==> src/rtl/fcc_pkg.sv <==
package fcc_pkg;
  localparam int STAT_W  = 32;
  localparam int N_POS   = 27;
  localparam int Z_POS   = 26;
  localparam int NAN_POS = 24;

  typedef enum logic [1:0] {
    ACT_BRANCH = 2'd0,
    ACT_LOOP   = 2'd1,
    ACT_SETB   = 2'd2,
    ACT_TRAP   = 2'd3
  } fcc_act_e;

  typedef struct packed {
    logic neg;
    logic zero;
    logic nan;
  } fcc_flags_t;
endpackage

==> src/rtl/fcc_predicate.sv <==
module fcc_predicate
  import fcc_pkg::*;
#(
  parameter int COND_W = 6
) (
  input  logic [COND_W-1:0] cond,
  input  fcc_flags_t        flags,
  output logic              pred,
  output logic              illegal
);
  localparam int SEL_W = 4;

  logic [15:0] fn;
  logic n, z, u;

  assign n = flags.neg;
  assign z = flags.zero;
  assign u = flags.nan;

  always_comb begin
    fn[0]  = 1'b0;
    fn[1]  = z;
    fn[2]  = ~(u | z | n);
    fn[3]  = z | ~(u | n);
    fn[4]  = n & ~(u | z);
    fn[5]  = z | (n & ~u);
    fn[6]  = ~(u | z);
    fn[7]  = ~u;
    fn[8]  = u;
    fn[9]  = u | z;
    fn[10] = u | ~(n | z);
    fn[11] = u | z | ~n;
    fn[12] = u | (n & ~z);
    fn[13] = u | z | n;
    fn[14] = ~z;
    fn[15] = 1'b1;
  end

  // codes with any bit above bit 4 set are outside the legal range
  assign illegal = |cond[COND_W-1:SEL_W+1];
  assign pred    = fn[cond[SEL_W-1:0]] & ~illegal;
endmodule

==> src/rtl/fcc_target.sv <==
module fcc_target #(
  parameter int DATA_W = 32,
  parameter int DISP_W = 16
) (
  input  logic [DATA_W-1:0] pc,
  input  logic [DATA_W-1:0] disp,
  input  logic              long_disp,
  output logic [DATA_W-1:0] target
);
  logic [DATA_W-1:0] short_ext;

  generate
    if (DISP_W < DATA_W) begin : g_ext
      assign short_ext = {{(DATA_W-DISP_W){disp[DISP_W-1]}}, disp[DISP_W-1:0]};
    end else begin : g_full
      assign short_ext = disp;
    end
  endgenerate

  assign target = pc + (long_disp ? disp : short_ext);
endmodule

==> src/rtl/fcc_action.sv <==
module fcc_action
  import fcc_pkg::*;
#(
  parameter int DATA_W = 32,
  parameter int CNT_W  = 16,
  parameter int BYTE_W = 8
) (
  input  fcc_act_e          act,
  input  logic              pred,
  input  logic              illegal,
  input  logic [DATA_W-1:0] count_in,
  input  logic [DATA_W-1:0] dest_in,
  output logic              branch,
  output logic              count_we,
  output logic [DATA_W-1:0] count_nxt,
  output logic              set_we,
  output logic [DATA_W-1:0] set_nxt,
  output logic              trap
);
  localparam logic [CNT_W-1:0] CNT_WRAP = '1;

  logic [CNT_W-1:0] low_dec;

  assign low_dec = count_in[CNT_W-1:0] - 1'b1;

  always_comb begin
    count_nxt = count_in;
    count_nxt[CNT_W-1:0] = low_dec;
    set_nxt = dest_in;
    set_nxt[BYTE_W-1:0] = {BYTE_W{pred}};
    branch   = 1'b0;
    count_we = 1'b0;
    set_we   = 1'b0;
    trap     = 1'b0;
    if (!illegal) begin
      unique case (act)
        ACT_BRANCH: branch = pred;
        ACT_LOOP: begin
          count_we = ~pred;
          branch   = ~pred & (low_dec == CNT_WRAP);
        end
        ACT_SETB: set_we = 1'b1;
        ACT_TRAP: trap   = pred;
        default: ;
      endcase
    end
  end
endmodule

==> src/rtl/fcc_unit.sv <==
module fcc_unit
  import fcc_pkg::*;
#(
  parameter int COND_W = 6,
  parameter int DATA_W = 32,
  parameter int CNT_W  = 16,
  parameter int BYTE_W = 8,
  parameter int DISP_W = 16
) (
  input  logic              clk,
  input  logic              rst,
  input  logic              valid_i,
  input  logic [COND_W-1:0] cond_i,
  input  logic [1:0]        action_i,
  input  logic [STAT_W-1:0] fpsr_i,
  input  logic [DATA_W-1:0] count_i,
  input  logic [DATA_W-1:0] dest_i,
  input  logic [DATA_W-1:0] pc_i,
  input  logic [DATA_W-1:0] disp_i,
  input  logic              long_disp_i,
  output logic              done_o,
  output logic              pred_o,
  output logic              illegal_o,
  output logic              branch_o,
  output logic [DATA_W-1:0] target_o,
  output logic              count_we_o,
  output logic [DATA_W-1:0] count_o,
  output logic              set_we_o,
  output logic [DATA_W-1:0] set_o,
  output logic              trap_req_o
);
  fcc_flags_t        flags;
  logic              pred_c, ill_c, br_c, cwe_c, swe_c, trap_c;
  logic [DATA_W-1:0] tgt_c, cnt_c, set_c;

  assign flags.neg  = fpsr_i[N_POS];
  assign flags.zero = fpsr_i[Z_POS];
  assign flags.nan  = fpsr_i[NAN_POS];

  fcc_predicate #(.COND_W(COND_W)) u_pred (
    .cond(cond_i), .flags(flags), .pred(pred_c), .illegal(ill_c)
  );

  fcc_target #(.DATA_W(DATA_W), .DISP_W(DISP_W)) u_tgt (
    .pc(pc_i), .disp(disp_i), .long_disp(long_disp_i), .target(tgt_c)
  );

  fcc_action #(.DATA_W(DATA_W), .CNT_W(CNT_W), .BYTE_W(BYTE_W)) u_act (
    .act(fcc_act_e'(action_i)), .pred(pred_c), .illegal(ill_c),
    .count_in(count_i), .dest_in(dest_i),
    .branch(br_c), .count_we(cwe_c), .count_nxt(cnt_c),
    .set_we(swe_c), .set_nxt(set_c), .trap(trap_c)
  );

  always_ff @(posedge clk) begin
    if (rst) begin
      done_o     <= 1'b0;
      pred_o     <= 1'b0;
      illegal_o  <= 1'b0;
      branch_o   <= 1'b0;
      target_o   <= '0;
      count_we_o <= 1'b0;
      count_o    <= '0;
      set_we_o   <= 1'b0;
      set_o      <= '0;
      trap_req_o <= 1'b0;
    end else begin
      done_o     <= valid_i;
      illegal_o  <= valid_i & ill_c;
      branch_o   <= valid_i & br_c;
      count_we_o <= valid_i & cwe_c;
      set_we_o   <= valid_i & swe_c;
      trap_req_o <= valid_i & trap_c;
      if (valid_i) begin
        pred_o   <= pred_c;
        target_o <= tgt_c;
        count_o  <= cnt_c;
        set_o    <= set_c;
      end
    end
  end
endmodule

==> config.mk <==
export PLATFORM = sky130hd
export DESIGN_NAME = fcc_unit
export DESIGN_NICKNAME = d
export VERILOG_FILES = /design/src/rtl/fcc_pkg.sv /design/src/rtl/fcc_predicate.sv /design/src/rtl/fcc_target.sv /design/src/rtl/fcc_action.sv /design/src/rtl/fcc_unit.sv
export SDC_FILE = /design/constraint.sdc
export NUM_CORES = 1
export LEC_CHECK = 0
export ABC_AREA = 1
export BUFFER_PORTS_ARGS = -buffer_cell sky130_fd_sc_hd__buf_4
export CORE_ASPECT_RATIO = 1.1
export CORE_MARGIN = 3
export CORE_UTILIZATION = 49
export CTS_BUF_LIST = sky130_fd_sc_hd__clkbuf_8
export DETAILED_ROUTE_END_ITERATION = 12
export PLACE_DENSITY_LB_ADDON = 0.3
export SLEW_MARGIN = 20
export SYNTH_ARGS = -nofsm -noshare
export SYNTH_HDL_FRONTEND = slang
export SYNTH_SLANG_ARGS = --single-unit
==> constraint.sdc <==
create_clock -name clk -period 2.9 [get_ports clk]
set_input_delay 0.58 -clock clk [delete_from_list [all_inputs] [get_ports clk]]
set_output_delay 0.58 -clock clk [all_outputs]
set_load 0.05 [all_outputs]
==> out/metrics.cfg, run 1 <==
[setup_path]
worstPathCellList=buf_4, inv_1, nand2_1, buf_12, nand2_1, ha_1, nand2_1, nor2_1, inv_1, nor3_1, nand3_1, nand4_1, nand3_1, nand2_1, inv_1
cp.buffers_inverters=5
critPathLaunchType=input port
endpoint_kind=flip-flop
crit_fanout=17
cp.arrival_ps=2610
worst_ep_required_time_ps=3180
r2r_setup_slack_ps=2120
worstSetupPathType=input port to flip-flop
crit_top_cell=nand2_1
slowest_delay_ps=370
crit_family=simple AND/OR/NAND/NOR gates
critical_path.slowest_cell=ha_1

[floorplanning]
die_y_um=123.4
design.die.area_um2=13920
floorplan.rows=42
start_util_pct=50.61
die_w_um=112.8
core_um2=12140
ios=275

[sta]
tns_ps=0
slew_headroom_pct=66.65
fin_crit_sh_pct=80.33
skew_ps=0
hold_viol_final=0
slew_viol_final=0
rsz0062_at_grt=no
setup_viol=0
max_freq_mhz=429.3
tightest_slew_ps=500.2
fin_crit_ps=2330

[clock_network]
clock-sinks=95
cts_root_buf=clkbuf_8
cts_setup_buffers=0
cts-resized-gates=0
clkTransAtPathRegs_ps=100
numCtsBuffers=9
htree_num_levels=3
postCtsHoldBufs=0
clk_path_buf_depth=2
cts_tree=built
worstSkewPairLatency_ps=360

[yosys]
syn_area_per_cell_um2=6.156
netlist_area_um2=6143
synth_largest_area_cell=dfxtp_1
syn_inst=998
ys_seq_area_share_pct=30.96
synth_area_leaders=dfxtp_1 31%, nor2_1 14%, nand2_1 13%
synth_nets=1203
synth_seq_cells=95
ys_types=34
yosysTopAreaCellShare_pct=30.96
ys.warnings.count=0

[power]
power_density_nw_per_um2=467.3
finalPower_mw=3.815
leakage_nw=4.478
irDropWorstVdd_uv=403.5

[routing]
vias=6827
first_iter_violations=512
drc=0
routed_wl_um=17650
vias_per_cell=4.983
drtPass1Iterations=5
wl_per_cell_um=12.88
postRouteAntennaNets=0

[flow_run]
cap_violations=0

[final_layout]
area_delta_synth_final_pct=32.89
final_cell_mix=240 x buf_4, 221 x nor2_1, 216 x nand2_1
nets=1416
fillers=1176
layout_commonest_cell=buf_4
layout-drive-gt1-share_pct=22.53
antennaDiodeCount=0

[global_route]
grt_pass1_wl_um=28110
antenna_found_initial=0
overflow=0
grtUsageTotal_pct=24.49
grt_pass1_vias=6138
grt_max_degree=118

[min_path]
min_path_type=input port to flip-flop

[run_status]
status=finished clean

[placement]
place_hpwl_um=14000
io_buffers=236
gp_congestion=0.9500

[path summary, 6_finish.rpt]
path                                                 from                   endpoint  depth (start not counted)
worst min register to register  target_o[14]$_SDFFE_PP0P_  target_o[14]$_SDFFE_PP0P_                          2
worst max-delay path                          long_disp_i  target_o[24]$_SDFFE_PP0P_                         15
worst max register to register      set_o[7]$_SDFFE_PP0P_      set_o[7]$_SDFFE_PP0P_                          2
worst min-delay path                          action_i[0]        set_we_o$_SDFF_PP0_                          2
[per-stage QoR]
step | instances | util [%] | hold WS, ps | cell area [um^2] | setup slack (ps)
final | 1370 | 67.25 | 384.4 | 8164 | 570.4
after floorplan | 998 | - | 657.6 | 6143 | 365.8
after detailed placement | 1354 | 65.58 | 468.0 | 7961 | 220.9
after CTS | 1370 | 67.25 | 363.8 | 8164 | 629.2
after global routing | 1370 | 67.25 | 366.2 | 8164 | 351.2
after global placement | 1354 | 65.58 | 464.0 | 7961 | 231.0
[flip-flops by register name (all words and copies together) (netlist names)]
register / count
set_we_o: 1
target_o: 32
count_o: 32
done_o: 1
set_o: 25
count_we_o: 1
illegal_o: 1
trap_req_o: 1
branch_o: 1
[per-layer routing]
metal	vias up	global-route usage [%]	wire [um]
met4	0	7.889	381
li1	3564	-	-
met3	28	4.797	1150
met2	217	41.56	8421
met5	-	0	0
met1	3018	31.43	7698
[synthesized netlist by cell type (all sizes together)]
library cell and n:
o21bai 6, o221ai 1, o21a 1, buf 16
o21ai 89, nor4 2, inv 131, a21o 3
o211ai 7, ha 32, dlymetal6s2s 1, xor2 12
a21boi 1, dfxtp 95, nand3 57, fa 1
nand2 224, xnor2 4, nor3 11, clkbuf 23
nand4 9, a21oi 46, nand3b 2, nor2 224
[logic make-up (layout without fill, tap and decap cells)]
logic type	Yosys count	in the layout	share of synthesized area (%)
buf+inv	171	389	11.53
simple gates	529	529	34.81
flops	95	95	30.96
fa+ha+maj	33	33	6.843
xor+xnor	16	16	2.281
compound gates	154	154	13.58
[worst reg2reg max path: stages, from the launching register on]
cell and delay, ps:
dfxtp_1 490, nand2_1 90, a21oi_1 140
[area by class of cell]
cell class                 instances  area (um^2)  share of cell area [%]
timing repair buffer             242         1842                   22.56
tap                              154        192.7                   2.360
clock buffer                       9        123.9                   1.517
clock inverter                     7        78.83                  0.9655
inverter                         131        491.7                   6.023
multi-input combinational        732         3533                   43.28
sequential                        95         1902                   23.29
[where the power goes]
part	internal (mW)	leakage [nW]	switching, mW
registers	1.41	0.789	0.0499
clock network	0.413	0.109	0.485
logic	0.508	3.58	0.954
Note: power is estimated with default switching activity, not from simulation.
==> run 2: changes to the inputs <==
==> constraint.sdc (replaced) <==
create_clock -name clk -period 2.15 [get_ports clk]
set_input_delay 0.43 -clock clk [delete_from_list [all_inputs] [get_ports clk]]
set_output_delay 0.43 -clock clk [all_outputs]
set_load 0.05 [all_outputs]
==> out/metrics.cfg, run 2 (same netlist as run 1, synthesis figures left out) <==
[power]
irDropWorstVdd_uv=525.0
leakage_nw=4.663
seqPwrFrac_pct=37.6
clkPwrFrac_pct=22.2
power_switching_mw=2.092
combPwrFrac_pct=40.2
power_density_nw_per_um2=615.3
p_sw_share_pct=40.01
p_int_mw=3.136

[floorplanning]
core_um2=12140
die_w_um=112.8
floorplan.rows=42
die_y_um=123.4
design.die.area_um2=13920
ios=275
start_util_pct=50.61

[final_layout]
nets=1457
top_regs=count_o x32, target_o x32, set_o x25
antennaDiodeCount=0
fillers=1119
regArea_um2=1902
layout_commonest_cell=buf_4
multi_input_area_um2=3577
layout-drive-gt1-share_pct=26.17
final_cell_mix=282 x buf_4, 215 x nor2_1, 214 x nand2_1
area_delta_synth_final_pct=38.31

[global_route]
overflow=0
antenna_found_initial=0
grt_max_degree=85
grtUsageTotal_pct=25.48
grt_pass1_wl_um=29100
grt_pass1_vias=6286

[clock_network]
htree_num_levels=3
numCtsBuffers=9
clock-sinks=95
cts_root_buf=clkbuf_8
clkTransAtPathRegs_ps=110
worstSkewPairLatency_ps=370
clk_path_buf_depth=2
cts_tree=built

[placement]
dp_slack_ps=-298.3
place_hpwl_um=14620
io_buffers=236
gp_congestion=0.9218

[setup_path]
critPathLaunchType=input port
crit_fanout=10
endpoint_kind=flip-flop
worstSetupPathType=input port to flip-flop
cp.arrival_ps=2250
worst_ep_required_time_ps=2440

[routing]
vias_per_cell=4.951
first_iter_violations=401
drc=0
routed_wl_um=18320
postRouteAntennaNets=0
vias=6986
wl_per_cell_um=12.98
drtPass1Iterations=5

[sta]
slew_viol_final=0
skew_ps=0
slew_headroom_pct=61.21
rsz0062_at_grt=no
tightest_slew_ps=581.9
tns_ps=0
timing.final.ws_setup_ps=190.4
setup_viol=0
fin_crit_sh_pct=91.14
fin_crit_ps=1960
whs_ps=230.3
hold_viol_final=0
max_freq_mhz=510.3

[flow_run]
cap_violations=0

[min_path]
min_path_type=input port to flip-flop

[run_status]
status=finished clean

run 2: final timing paths:
path / startpoint / endpoint / slack, ps / cells past startpoint
hold / removal: action_i[1] / count_we_o$_SDFF_PP0_ / 230 / 2
setup reg to reg: set_o[7]$_SDFFE_PP0P_ / set_o[7]$_SDFFE_PP0P_ / 1330 / 2
setup / recovery: long_disp_i / target_o[29]$_SDFFE_PP0P_ / 190 / 15
hold reg to reg: count_o[6]$_SDFFE_PP0P_ / count_o[6]$_SDFFE_PP0P_ / 490 / 2
run 2: per-layer routing:
metal	routed length (um)	GRT usage, %	up-vias
met5	0	0	-
met4	560	10.07	0
met3	1173	5.433	35
met2	9079	44.59	215
met1	7504	30.54	3089
li1	-	-	3647
run 2: cell type report:
type / instances / area share, %
multi-input cells: 732 / 42.10
flip-flops and latches: 95 / 22.38
inverters: 131 / 5.787
repair buffers: 283 / 25.15
clock inverters: 7 / 0.8541
well taps: 154 / 2.268
clock buffers: 9 / 1.458
run 2: what timing repair did:
action / 4_1_cts / 5_1_grt
resized for setup: 0 / 9
setup buffers: 0 / 0
setup endpoints to repair: 0 / 15
hold buffers: 0 / 0
hold endpoints to repair: 0 / 0
run 2: per-stage QoR:
step | power, mW | util (%) | area (um^2) | std cells
detailed placement | 4.095 | 68.18 | 8277 | 1395
global route | 5.553 | 70.00 | 8497 | 1411
global placement | 4.068 | 68.18 | 8277 | 1395
CTS | 5.268 | 69.80 | 8473 | 1411
floorplan | 3.323 | - | 6173 | 998
finish | 5.228 | 70.00 | 8497 | 1411
run 2: power by group through the flow:
stage | sequential, mW | combinational, mW | clock [mW]
detailed placement | 2.01 | 2.09 | 0
floorplan | 2.47 | 0.851 | 0
finish | 1.97 | 2.10 | 1.16
global placement | 2.00 | 2.07 | 0
global route | 1.98 | 2.30 | 1.27
CTS | 1.97 | 2.10 | 1.20
run 2: critical path, stage by stage:
cell and delay [ps]:
buf_4 120, buf_4 160, nand2_1 60, nand2_1 90, ha_1 350, a21oi_1 200
o21ai_1 130, nand2_1 80, nand2_1 70, a21oi_1 190, nand2_1 80, nand2_1 60
nand3_1 100, nand2_1 90, inv_1 40
